<file path="src/rtl/adec_pkg.sv">
// Package: shared defaults and the winner-kind type for the address decoder.
// Assumes pointers are page numbers of 2**ADEC_SHIFT bytes.
package adec_pkg;

    localparam int unsigned ADEC_ADDR_W   = 26;     // 64 MB byte space
    localparam int unsigned ADEC_SHIFT    = 16;     // page size 64 KB
    localparam int unsigned ADEC_NBANK    = 4;      // programmable memory banks
    localparam int unsigned ADEC_IO_SUBS  = 4;      // I/O sub-banks per page
    localparam int unsigned ADEC_BOOT_END = 'h200;  // boot bank end pointer at reset
    localparam int unsigned ADEC_SFR_PTR  = 'h3FF;  // SFR page pointer at reset

    // Which kind of window claimed the current address.
    typedef enum logic [1:0] {
        WIN_NONE = 2'd0,
        WIN_SFR  = 2'd1,
        WIN_BANK = 2'd2,
        WIN_IO   = 2'd3
    } win_kind_e;

endpackage

</file>
<file path="src/rtl/adec_ptr_regs.sv">
// Module: pointer register file of the decoder.
// Holds base/end pointers per bank, the I/O page pointer and the SFR page
// pointer. One write port; out-of-range indices are dropped.
// Assumes synchronous active-low reset.
module adec_ptr_regs #(
    parameter int unsigned NBANK    = 4,
    parameter int unsigned PTR_W    = 10,
    parameter int unsigned IDX_W    = 3,
    parameter int unsigned BOOT_END = 'h200,
    parameter int unsigned SFR_RST  = 'h3FF
) (
    input  logic                        clk,
    input  logic                        rst_n,
    input  logic                        wr_en,
    input  logic [IDX_W-1:0]            wr_idx,
    input  logic [PTR_W-1:0]            wr_base,
    input  logic [PTR_W-1:0]            wr_end,
    output logic [NBANK-1:0][PTR_W-1:0] bank_base,
    output logic [NBANK-1:0][PTR_W-1:0] bank_end,
    output logic [PTR_W-1:0]            io_base,
    output logic [PTR_W-1:0]            sfr_base
);

    localparam logic [PTR_W-1:0] BOOT_END_P = PTR_W'(BOOT_END);
    localparam logic [PTR_W-1:0] SFR_RST_P  = PTR_W'(SFR_RST);
    localparam logic [IDX_W-1:0] IDX_IO     = IDX_W'(NBANK);
    localparam logic [IDX_W-1:0] IDX_SFR    = IDX_W'(NBANK + 1);

    // Bank pointers: reset map has only bank 0 live, writes by index.
    always_ff @(posedge clk) begin
        if (!rst_n) begin
            for (int i = 0; i < NBANK; i++) begin
                bank_base[i] <= '0;
                bank_end[i]  <= (i == 0) ? BOOT_END_P : '0;
            end
        end else if (wr_en) begin
            for (int i = 0; i < NBANK; i++) begin
                if (wr_idx == IDX_W'(i)) begin
                    bank_base[i] <= wr_base;
                    bank_end[i]  <= wr_end;
                end
            end
        end
    end

    // I/O page pointer: cleared at reset (region unmapped).
    always_ff @(posedge clk) begin
        if (!rst_n)
            io_base <= '0;
        else if (wr_en && wr_idx == IDX_IO)
            io_base <= wr_base;
    end

    // SFR page pointer: reset to top page of the space.
    always_ff @(posedge clk) begin
        if (!rst_n)
            sfr_base <= SFR_RST_P;
        else if (wr_en && wr_idx == IDX_SFR)
            sfr_base <= wr_base;
    end

    // Writes to a bank land on the following edge.
    for (genvar g = 0; g < NBANK; g++) begin : g_wr_chk
        assert_bank_write_R8: assert property (@(posedge clk) disable iff (!rst_n)
            (wr_en && wr_idx == IDX_W'(g)) |=>
                (bank_base[g] == $past(wr_base) && bank_end[g] == $past(wr_end)));
    end

    // Indices beyond the SFR slot touch nothing.
    assert_bad_index_R9: assert property (@(posedge clk) disable iff (!rst_n)
        (wr_en && wr_idx > IDX_SFR) |=>
            ($stable(bank_base) && $stable(bank_end) && $stable(io_base) && $stable(sfr_base)));

endmodule

</file>
<file path="src/rtl/adec_window_match.sv">
// Module: raw window comparison.
// Flags every window that contains the address page, without priority.
// Assumes half-open bank windows [base, end) in page units; an I/O pointer
// of zero means the I/O page is unmapped.
module adec_window_match #(
    parameter int unsigned NBANK  = 4,
    parameter int unsigned ADDR_W = 26,
    parameter int unsigned SHIFT  = 16,
    parameter int unsigned SUB_W  = 2,
    parameter int unsigned PTR_W  = ADDR_W - SHIFT
) (
    input  logic [ADDR_W-1:0]           addr,
    input  logic [NBANK-1:0][PTR_W-1:0] bank_base,
    input  logic [NBANK-1:0][PTR_W-1:0] bank_end,
    input  logic [PTR_W-1:0]            io_base,
    input  logic [PTR_W-1:0]            sfr_base,
    output logic [NBANK-1:0]            bank_hit,
    output logic                        io_hit,
    output logic                        sfr_hit,
    output logic [SUB_W-1:0]            io_sub
);

    localparam int unsigned LOW_W = SHIFT - SUB_W;

    logic [PTR_W-1:0] page;
    logic             unused_low;

    assign page       = addr[ADDR_W-1:SHIFT];
    assign io_sub     = addr[SHIFT-1 -: SUB_W];
    assign unused_low = ^addr[LOW_W-1:0];

    // One range comparator pair per bank; empty ranges never match.
    for (genvar g = 0; g < NBANK; g++) begin : g_bank
        assign bank_hit[g] = (page >= bank_base[g]) && (page < bank_end[g]);
    end

    // Single-page regions.
    assign io_hit  = (io_base != '0) && (page == io_base);
    assign sfr_hit = (page == sfr_base);

endmodule

</file>
<file path="src/rtl/adec_overlap.sv">
// Module: overlap detector over the programmed map.
// Every live window is reduced to a half-open page span; each pair of spans
// is compared. Purely combinational from the register outputs.
// Assumes empty banks (end <= base) and a zero I/O pointer are not live.
module adec_overlap #(
    parameter int unsigned NBANK = 4,
    parameter int unsigned PTR_W = 10
) (
    input  logic [NBANK-1:0][PTR_W-1:0] bank_base,
    input  logic [NBANK-1:0][PTR_W-1:0] bank_end,
    input  logic [PTR_W-1:0]            io_base,
    input  logic [PTR_W-1:0]            sfr_base,
    output logic                        ovl
);

    localparam int unsigned NW    = NBANK + 2;
    localparam int unsigned SPAN_W = PTR_W + 1;
    localparam int unsigned W_IO  = NBANK;
    localparam int unsigned W_SFR = NBANK + 1;

    logic [NW-1:0][SPAN_W-1:0] sp_lo;
    logic [NW-1:0][SPAN_W-1:0] sp_hi;
    logic [NW-1:0]             live;

    // Build the span list: banks, then I/O page, then SFR page.
    always_comb begin
        for (int i = 0; i < NBANK; i++) begin
            sp_lo[i] = {1'b0, bank_base[i]};
            sp_hi[i] = {1'b0, bank_end[i]};
            live[i]  = bank_end[i] > bank_base[i];
        end
        sp_lo[W_IO]  = {1'b0, io_base};
        sp_hi[W_IO]  = {1'b0, io_base} + SPAN_W'(1);
        live[W_IO]   = io_base != '0;
        sp_lo[W_SFR] = {1'b0, sfr_base};
        sp_hi[W_SFR] = {1'b0, sfr_base} + SPAN_W'(1);
        live[W_SFR]  = 1'b1;
    end

    // Pairwise intersection test, OR-reduced.
    always_comb begin
        ovl = 1'b0;
        for (int i = 0; i < NW; i++) begin
            for (int j = i + 1; j < NW; j++) begin
                if (live[i] && live[j] && (sp_lo[i] < sp_hi[j]) && (sp_lo[j] < sp_hi[i]))
                    ovl = 1'b1;
            end
        end
    end

endmodule

</file>
<file path="src/rtl/adec_priority.sv">
// Module: priority resolver for the decoder.
// Picks a single winner: SFR, then lowest bank, then I/O; otherwise miss.
// Assumes raw hit flags from adec_window_match.
module adec_priority
    import adec_pkg::*;
#(
    parameter int unsigned NBANK = 4,
    parameter int unsigned SUBS  = 4,
    parameter int unsigned SUB_W = 2
) (
    input  logic             addr_valid,
    input  logic [NBANK-1:0] bank_hit,
    input  logic             io_hit,
    input  logic             sfr_hit,
    input  logic [SUB_W-1:0] io_sub,
    output logic [NBANK-1:0] bank_cs,
    output logic [SUBS-1:0]  io_cs,
    output logic             sfr_cs,
    output logic             miss
);

    win_kind_e        kind;
    logic [NBANK-1:0] low_bank;

    // Isolate the lowest set hit bit.
    assign low_bank = bank_hit & (~bank_hit + NBANK'(1));

    // Choose the winning window kind.
    always_comb begin
        if (!addr_valid)     kind = WIN_NONE;
        else if (sfr_hit)    kind = WIN_SFR;
        else if (|bank_hit)  kind = WIN_BANK;
        else if (io_hit)     kind = WIN_IO;
        else                 kind = WIN_NONE;
    end

    // Drive the selects from the winner.
    always_comb begin
        bank_cs = (kind == WIN_BANK) ? low_bank : '0;
        sfr_cs  = (kind == WIN_SFR);
        for (int k = 0; k < SUBS; k++)
            io_cs[k] = (kind == WIN_IO) && (io_sub == SUB_W'(k));
        miss    = addr_valid && (kind == WIN_NONE);
    end

endmodule

</file>
<file path="src/rtl/addr_bank_decoder.sv">
// Module: programmable memory bank address decoder (top).
// Decodes a byte address into bank, I/O sub-bank and SFR selects from a
// register-programmed map and flags intersecting windows.
// Assumes synchronous active-low reset; decode is combinational.
module addr_bank_decoder
    import adec_pkg::*;
#(
    parameter int unsigned ADDR_W   = ADEC_ADDR_W,
    parameter int unsigned SHIFT    = ADEC_SHIFT,
    parameter int unsigned NBANK    = ADEC_NBANK,
    parameter int unsigned IO_SUBS  = ADEC_IO_SUBS,
    parameter int unsigned BOOT_END = ADEC_BOOT_END,
    parameter int unsigned SFR_RST  = ADEC_SFR_PTR,
    localparam int unsigned PTR_W   = ADDR_W - SHIFT,
    localparam int unsigned IDX_W   = $clog2(NBANK + 2),
    localparam int unsigned SUB_W   = $clog2(IO_SUBS)
) (
    input  logic               clk,
    input  logic               rst_n,
    input  logic [ADDR_W-1:0]  addr,
    input  logic               addr_valid,
    input  logic               wr_en,
    input  logic [IDX_W-1:0]   wr_idx,
    input  logic [PTR_W-1:0]   wr_base,
    input  logic [PTR_W-1:0]   wr_end,
    output logic [NBANK-1:0]   bank_cs,
    output logic [IO_SUBS-1:0] io_cs,
    output logic               sfr_cs,
    output logic               miss,
    output logic               ovl_err
);

    logic [NBANK-1:0][PTR_W-1:0] bank_base;
    logic [NBANK-1:0][PTR_W-1:0] bank_end;
    logic [PTR_W-1:0]            io_base;
    logic [PTR_W-1:0]            sfr_base;
    logic [NBANK-1:0]            bank_hit;
    logic                        io_hit;
    logic                        sfr_hit;
    logic [SUB_W-1:0]            io_sub;

    adec_ptr_regs #(
        .NBANK(NBANK), .PTR_W(PTR_W), .IDX_W(IDX_W),
        .BOOT_END(BOOT_END), .SFR_RST(SFR_RST)
    ) u_regs (
        .clk(clk), .rst_n(rst_n),
        .wr_en(wr_en), .wr_idx(wr_idx), .wr_base(wr_base), .wr_end(wr_end),
        .bank_base(bank_base), .bank_end(bank_end),
        .io_base(io_base), .sfr_base(sfr_base)
    );

    adec_window_match #(
        .NBANK(NBANK), .ADDR_W(ADDR_W), .SHIFT(SHIFT), .SUB_W(SUB_W), .PTR_W(PTR_W)
    ) u_match (
        .addr(addr),
        .bank_base(bank_base), .bank_end(bank_end),
        .io_base(io_base), .sfr_base(sfr_base),
        .bank_hit(bank_hit), .io_hit(io_hit), .sfr_hit(sfr_hit), .io_sub(io_sub)
    );

    adec_priority #(
        .NBANK(NBANK), .SUBS(IO_SUBS), .SUB_W(SUB_W)
    ) u_prio (
        .addr_valid(addr_valid),
        .bank_hit(bank_hit), .io_hit(io_hit), .sfr_hit(sfr_hit), .io_sub(io_sub),
        .bank_cs(bank_cs), .io_cs(io_cs), .sfr_cs(sfr_cs), .miss(miss)
    );

    adec_overlap #(
        .NBANK(NBANK), .PTR_W(PTR_W)
    ) u_ovl (
        .bank_base(bank_base), .bank_end(bank_end),
        .io_base(io_base), .sfr_base(sfr_base),
        .ovl(ovl_err)
    );

    // ---------------- assertions ----------------

    // At most one output of the select group is high.
    assert_one_select_R11: assert property (@(posedge clk) disable iff (!rst_n)
        $onehot0({bank_cs, io_cs, sfr_cs, miss}));

    // Invalid address drives nothing.
    assert_idle_quiet_R7: assert property (@(posedge clk) disable iff (!rst_n)
        !addr_valid |-> ({bank_cs, io_cs, sfr_cs, miss} == '0));

    // SFR page always wins when addressed.
    assert_sfr_first_R5: assert property (@(posedge clk) disable iff (!rst_n)
        (addr_valid && addr[ADDR_W-1:SHIFT] == sfr_base) |-> sfr_cs);

    // A miss never lands on the SFR page.
    assert_miss_clear_R6: assert property (@(posedge clk) disable iff (!rst_n)
        miss |-> (addr[ADDR_W-1:SHIFT] != sfr_base));

    // I/O select matches the page and quarter of the address.
    assert_io_quarter_R4: assert property (@(posedge clk) disable iff (!rst_n)
        (|io_cs) |-> (addr[ADDR_W-1:SHIFT] == io_base &&
                      io_cs == (IO_SUBS'(1) << addr[SHIFT-1 -: SUB_W])));

    // Overlap flag only moves after a write.
    assert_ovl_steady_R10: assert property (@(posedge clk) disable iff (!rst_n)
        !wr_en |=> $stable(ovl_err));

    // Empty banks are never selected; selected banks hold the address.
    for (genvar g = 0; g < NBANK; g++) begin : g_bank_chk
        assert_empty_bank_R2: assert property (@(posedge clk) disable iff (!rst_n)
            bank_cs[g] |-> (bank_end[g] > bank_base[g]));
        assert_bank_range_R1: assert property (@(posedge clk) disable iff (!rst_n)
            bank_cs[g] |-> (addr[ADDR_W-1:SHIFT] >= bank_base[g] &&
                            addr[ADDR_W-1:SHIFT] <  bank_end[g]));
    end

endmodule

</file>
<file path="config.mk">
export PLATFORM = sky130hd
export DESIGN_NAME = addr_bank_decoder
export DESIGN_NICKNAME = d
export VERILOG_FILES = /design/src/rtl/adec_pkg.sv /design/src/rtl/adec_ptr_regs.sv /design/src/rtl/adec_window_match.sv /design/src/rtl/adec_overlap.sv /design/src/rtl/adec_priority.sv /design/src/rtl/addr_bank_decoder.sv
export SDC_FILE = /design/constraint.sdc
export NUM_CORES = 1
export LEC_CHECK = 0
export ABC_CLOCK_PERIOD_IN_PS = 4300
export BUFFER_PORTS_ARGS = -buffer_cell sky130_fd_sc_hd__buf_2
export CORE_MARGIN = 8
export CORE_UTILIZATION = 54
export DETAILED_ROUTE_END_ITERATION = 12
export PLACE_DENSITY = 0.74
export SLEW_MARGIN = 20
export SYNTH_ARGS = -nofsm -noshare
export SYNTH_HDL_FRONTEND = slang
export SYNTH_SLANG_ARGS = --single-unit
</file>
<file path="constraint.sdc">
create_clock -name clk -period 4.3 [get_ports clk]
set_input_delay 0.86 -clock clk [delete_from_list [all_inputs] [get_ports clk]]
set_output_delay 0.86 -clock clk [all_outputs]
set_load 0.1 [all_outputs]
</file>
==> impl_metrics.toml <==
[status]
status = "finished, final reports clean"

[timing]
finalCritPeriodShare = 0.998
rsz0062_at_grt = "true"
slew_headroom = 0.236
setup_tns_ns = 0
period_needed_ns = 4.29
worstMarginPinSlew_ns = 1.15
setup_viol_count_final = 0
skew_ns = 0
hold_viol = 0
drv_slew = 0
clock.fmax_mhz = 233

[logic_synthesis]
ys_seq_elements = 100
syn-instance-count = 1504
avgSynthCellArea_um2 = 8.38
yosysSeqAreaShare = 0.159
ys.flop_type = "dfxtp_1"
synth-edff-count = 0
yosys_warnings = 0
synth_cell_types = 63
async_reset_ff_frac = 0
synth_area_um2 = 12600
syn_nets = 1941

[worst_setup_path]
start_kind = "flip-flop"
crit_path_top_delay_cell = "dfxtp_4"
critPathMostFrequentCell = "ha_4"
max_stage_delay_ns = 0.38
endpoint_kind = "primary output"
worst-r2r-setup-slack_ns = 3.19
cp_data_arrival_time_ns = 3.43
crit_path_max_fanout = 4
crit_type = "reg2out"
path_buf_inv = 1
timing.rr.end = "u_regs.io_base[5]$_SDFFE_PN0P_"
worstRegToRegCells = 3
cpLargestDelayFamily = "compound AO/OA/AOI/OAI gates"
path_cells = "ha_4 > nand3_4 > xor2_4 > ha_4 > nand2_1 > a21oi_2 > o21a_1 > o32ai_2 > and3b_1 > o2111ai_2 > o311ai_2 > a2111oi_2 > nand3_2 > buf_12"
r2r_start = "u_regs.io_base[5]$_SDFFE_PN0P_"
worstPathRequired_ns = 3.44

[placed_design]
dp_hpwl_um = 36200
placed_area_um2 = 13900
gp_congestion = 1.05
io_buffers = 49

[routing]
met2_wirelength_um = 20200
routed_via_density = 6.38
wl_per_cell_um = 24.3
drc = 0
drtIter0Drc = 1293
drtAntennaViolNets = 0
top_layer = "met5"
wl_met3_um = 4290
via_count = 12392
wl_met1_um = 19700
firstDrtPassIters = 5
wirelength_um = 47200

[pwr]
powerDensity_nw_per_um2 = 201
peakVddDrop_uv = 187
p_leak_nw = 6.39
total_power_w = 0.00297

[cells_and_area]
final_cell_mix = "377 x ha_1, 234 x nand2_1, 96 x a21boi_0"
stdcell_area_um2 = 14700
drive_gt1_frac = 0.145
final_common_cell = "ha_1"
nets = 2054
area_delta_synth_final_pct = 16.9
antenna_cells = 0
finish.utilization = 0.636

[min_path]
min_to = "u_regs.bank_end[13]$_SDFFE_PN0P_"
whs_path_depth = 2
hp-class = "reg2reg"
min-delay-start = "u_regs.bank_end[13]$_SDFFE_PN0P_"

[clock_tree]
cts_buffer_depth = 2
cts_tree = "yes"
clkTransAtPathRegs_ns = 0.09
cts_buffers = 9
cts.sinks = 100
root_buffer = "clkbuf_16"
htreeDepth = 3
clk_latency_ns = 0.37

[floorplan]
die_area_um2 = 28500
initial_core_util = 0.544
die_w_um = 169
die_h_um = 169
ios = 64
core_um2 = 23200
row_count = 56

[global_route]
track_usage = 0.327
antenna_found_initial = 1
grt_pass1_vias = 11903
gr-total-overflow = 0
grt_max_degree = 52
grt_first_pass_wirelength_um = 71200

[job]
maxCapViolations = 0
[flip-flops by register name, indices dropped and copies added, names as in the netlist]
register	count
u_regs.bank_base	40
u_regs.bank_end	40
u_regs.io_base	10
u_regs.sfr_base	10
[worst max path at each step]
| stage | cells past startpoint | end | from |
|---|---|---|---|
| after floorplan | 9 | bank_cs[1] | addr[16] |
| after global placement | 13 | io_cs[0] | addr[16] |
| after detailed placement | 13 | ovl_err | u_regs.io_base[0]$_SDFFE_PN0P_ |
| after CTS | 15 | ovl_err | u_regs.io_base[0]$_SDFFE_PN0P_ |
| after global routing | 15 | ovl_err | u_regs.io_base[1]$_SDFFE_PN0P_ |
| final | 14 | ovl_err | u_regs.io_base[1]$_SDFFE_PN0P_ |
[cells in the mapped netlist, types with 19 or more instances]
cell type | number | area, µm²
ha_1 | 384 | 4800
nand2_1 | 235 | 882
dfxtp_1 | 100 | 2000
a21boi_0 | 97 | 728
a21oi_1 | 92 | 460
inv_1 | 92 | 345
o21ai_0 | 59 | 295
a21o_1 | 52 | 390
nand3_1 | 43 | 215
clkbuf_1 | 32 | 120
nor2_1 | 32 | 120
o211ai_1 | 31 | 233
a211oi_1 | 26 | 195
xor2_1 | 23 | 201
o2111ai_1 | 21 | 184
nand2b_1 | 19 | 119
[worst min-delay path, cell delays in order, from the launching register on]
cell	delay, ns
dfxtp_1	0.33
nand2_1	0.05
a21boi_0	0.06
[cell families after synthesis]
logic type	after synthesis	share of synthesized area
AO/OA/AOI/OAI	447	0.246
AND/OR/NAND/NOR	404	0.146
XOR/XNOR	36	0.0256
buffers and inverters	130	0.0394
flip-flops	100	0.159
adder cells (fa/ha/maj)	387	0.383
[power by group]
group | leakage, nW | internal (W) | switching (W)
clock | 0.148 | 0.000415 | 0.000471
sequential | 0.813 | 0.000944 | 0.0000334
combinational | 5.43 | 0.000439 | 0.000667
[metrics by stage]
stage	hold WS, ns	cells	setup WS, ns
after detailed placement	0.482	1915	0.0713
after global routing	0.520	1941	-0.117
final	0.490	1941	0.00776
after global placement	0.473	1915	0.105
after floorplan	0.460	1504	-0.00596
after CTS	0.493	1934	0.00388
[area by class of cell]
| class | count | area (µm²) |
|---|---|---|
| clock inverters | 7 | 78.8 |
| inverters | 92 | 358 |
| repair buffers | 140 | 1090 |
| fillers | 1973 | 8450 |
| clock buffers | 9 | 225 |
| multi-input cells | 1274 | 10600 |
| flip-flops and latches | 100 | 2030 |
| well taps | 319 | 399 |
[layer usage]
layer,track usage,up-vias
li1,-,5805
met1,0.425,5743
met2,0.500,678
met3,0.0613,164
met4,0.188,2
met5,0,-
[repair_timing]
| item | in CTS | in global routing |
|---|---|---|
| hold buffers | 0 | 0 |
| pin swaps | 16 | 30 |
| setup buffers | 3 | 8 |
| resized for setup | 37 | 54 |
| endpoints found under the setup margin | 1 | 5 |
Power figures use the tool's default switching activity.
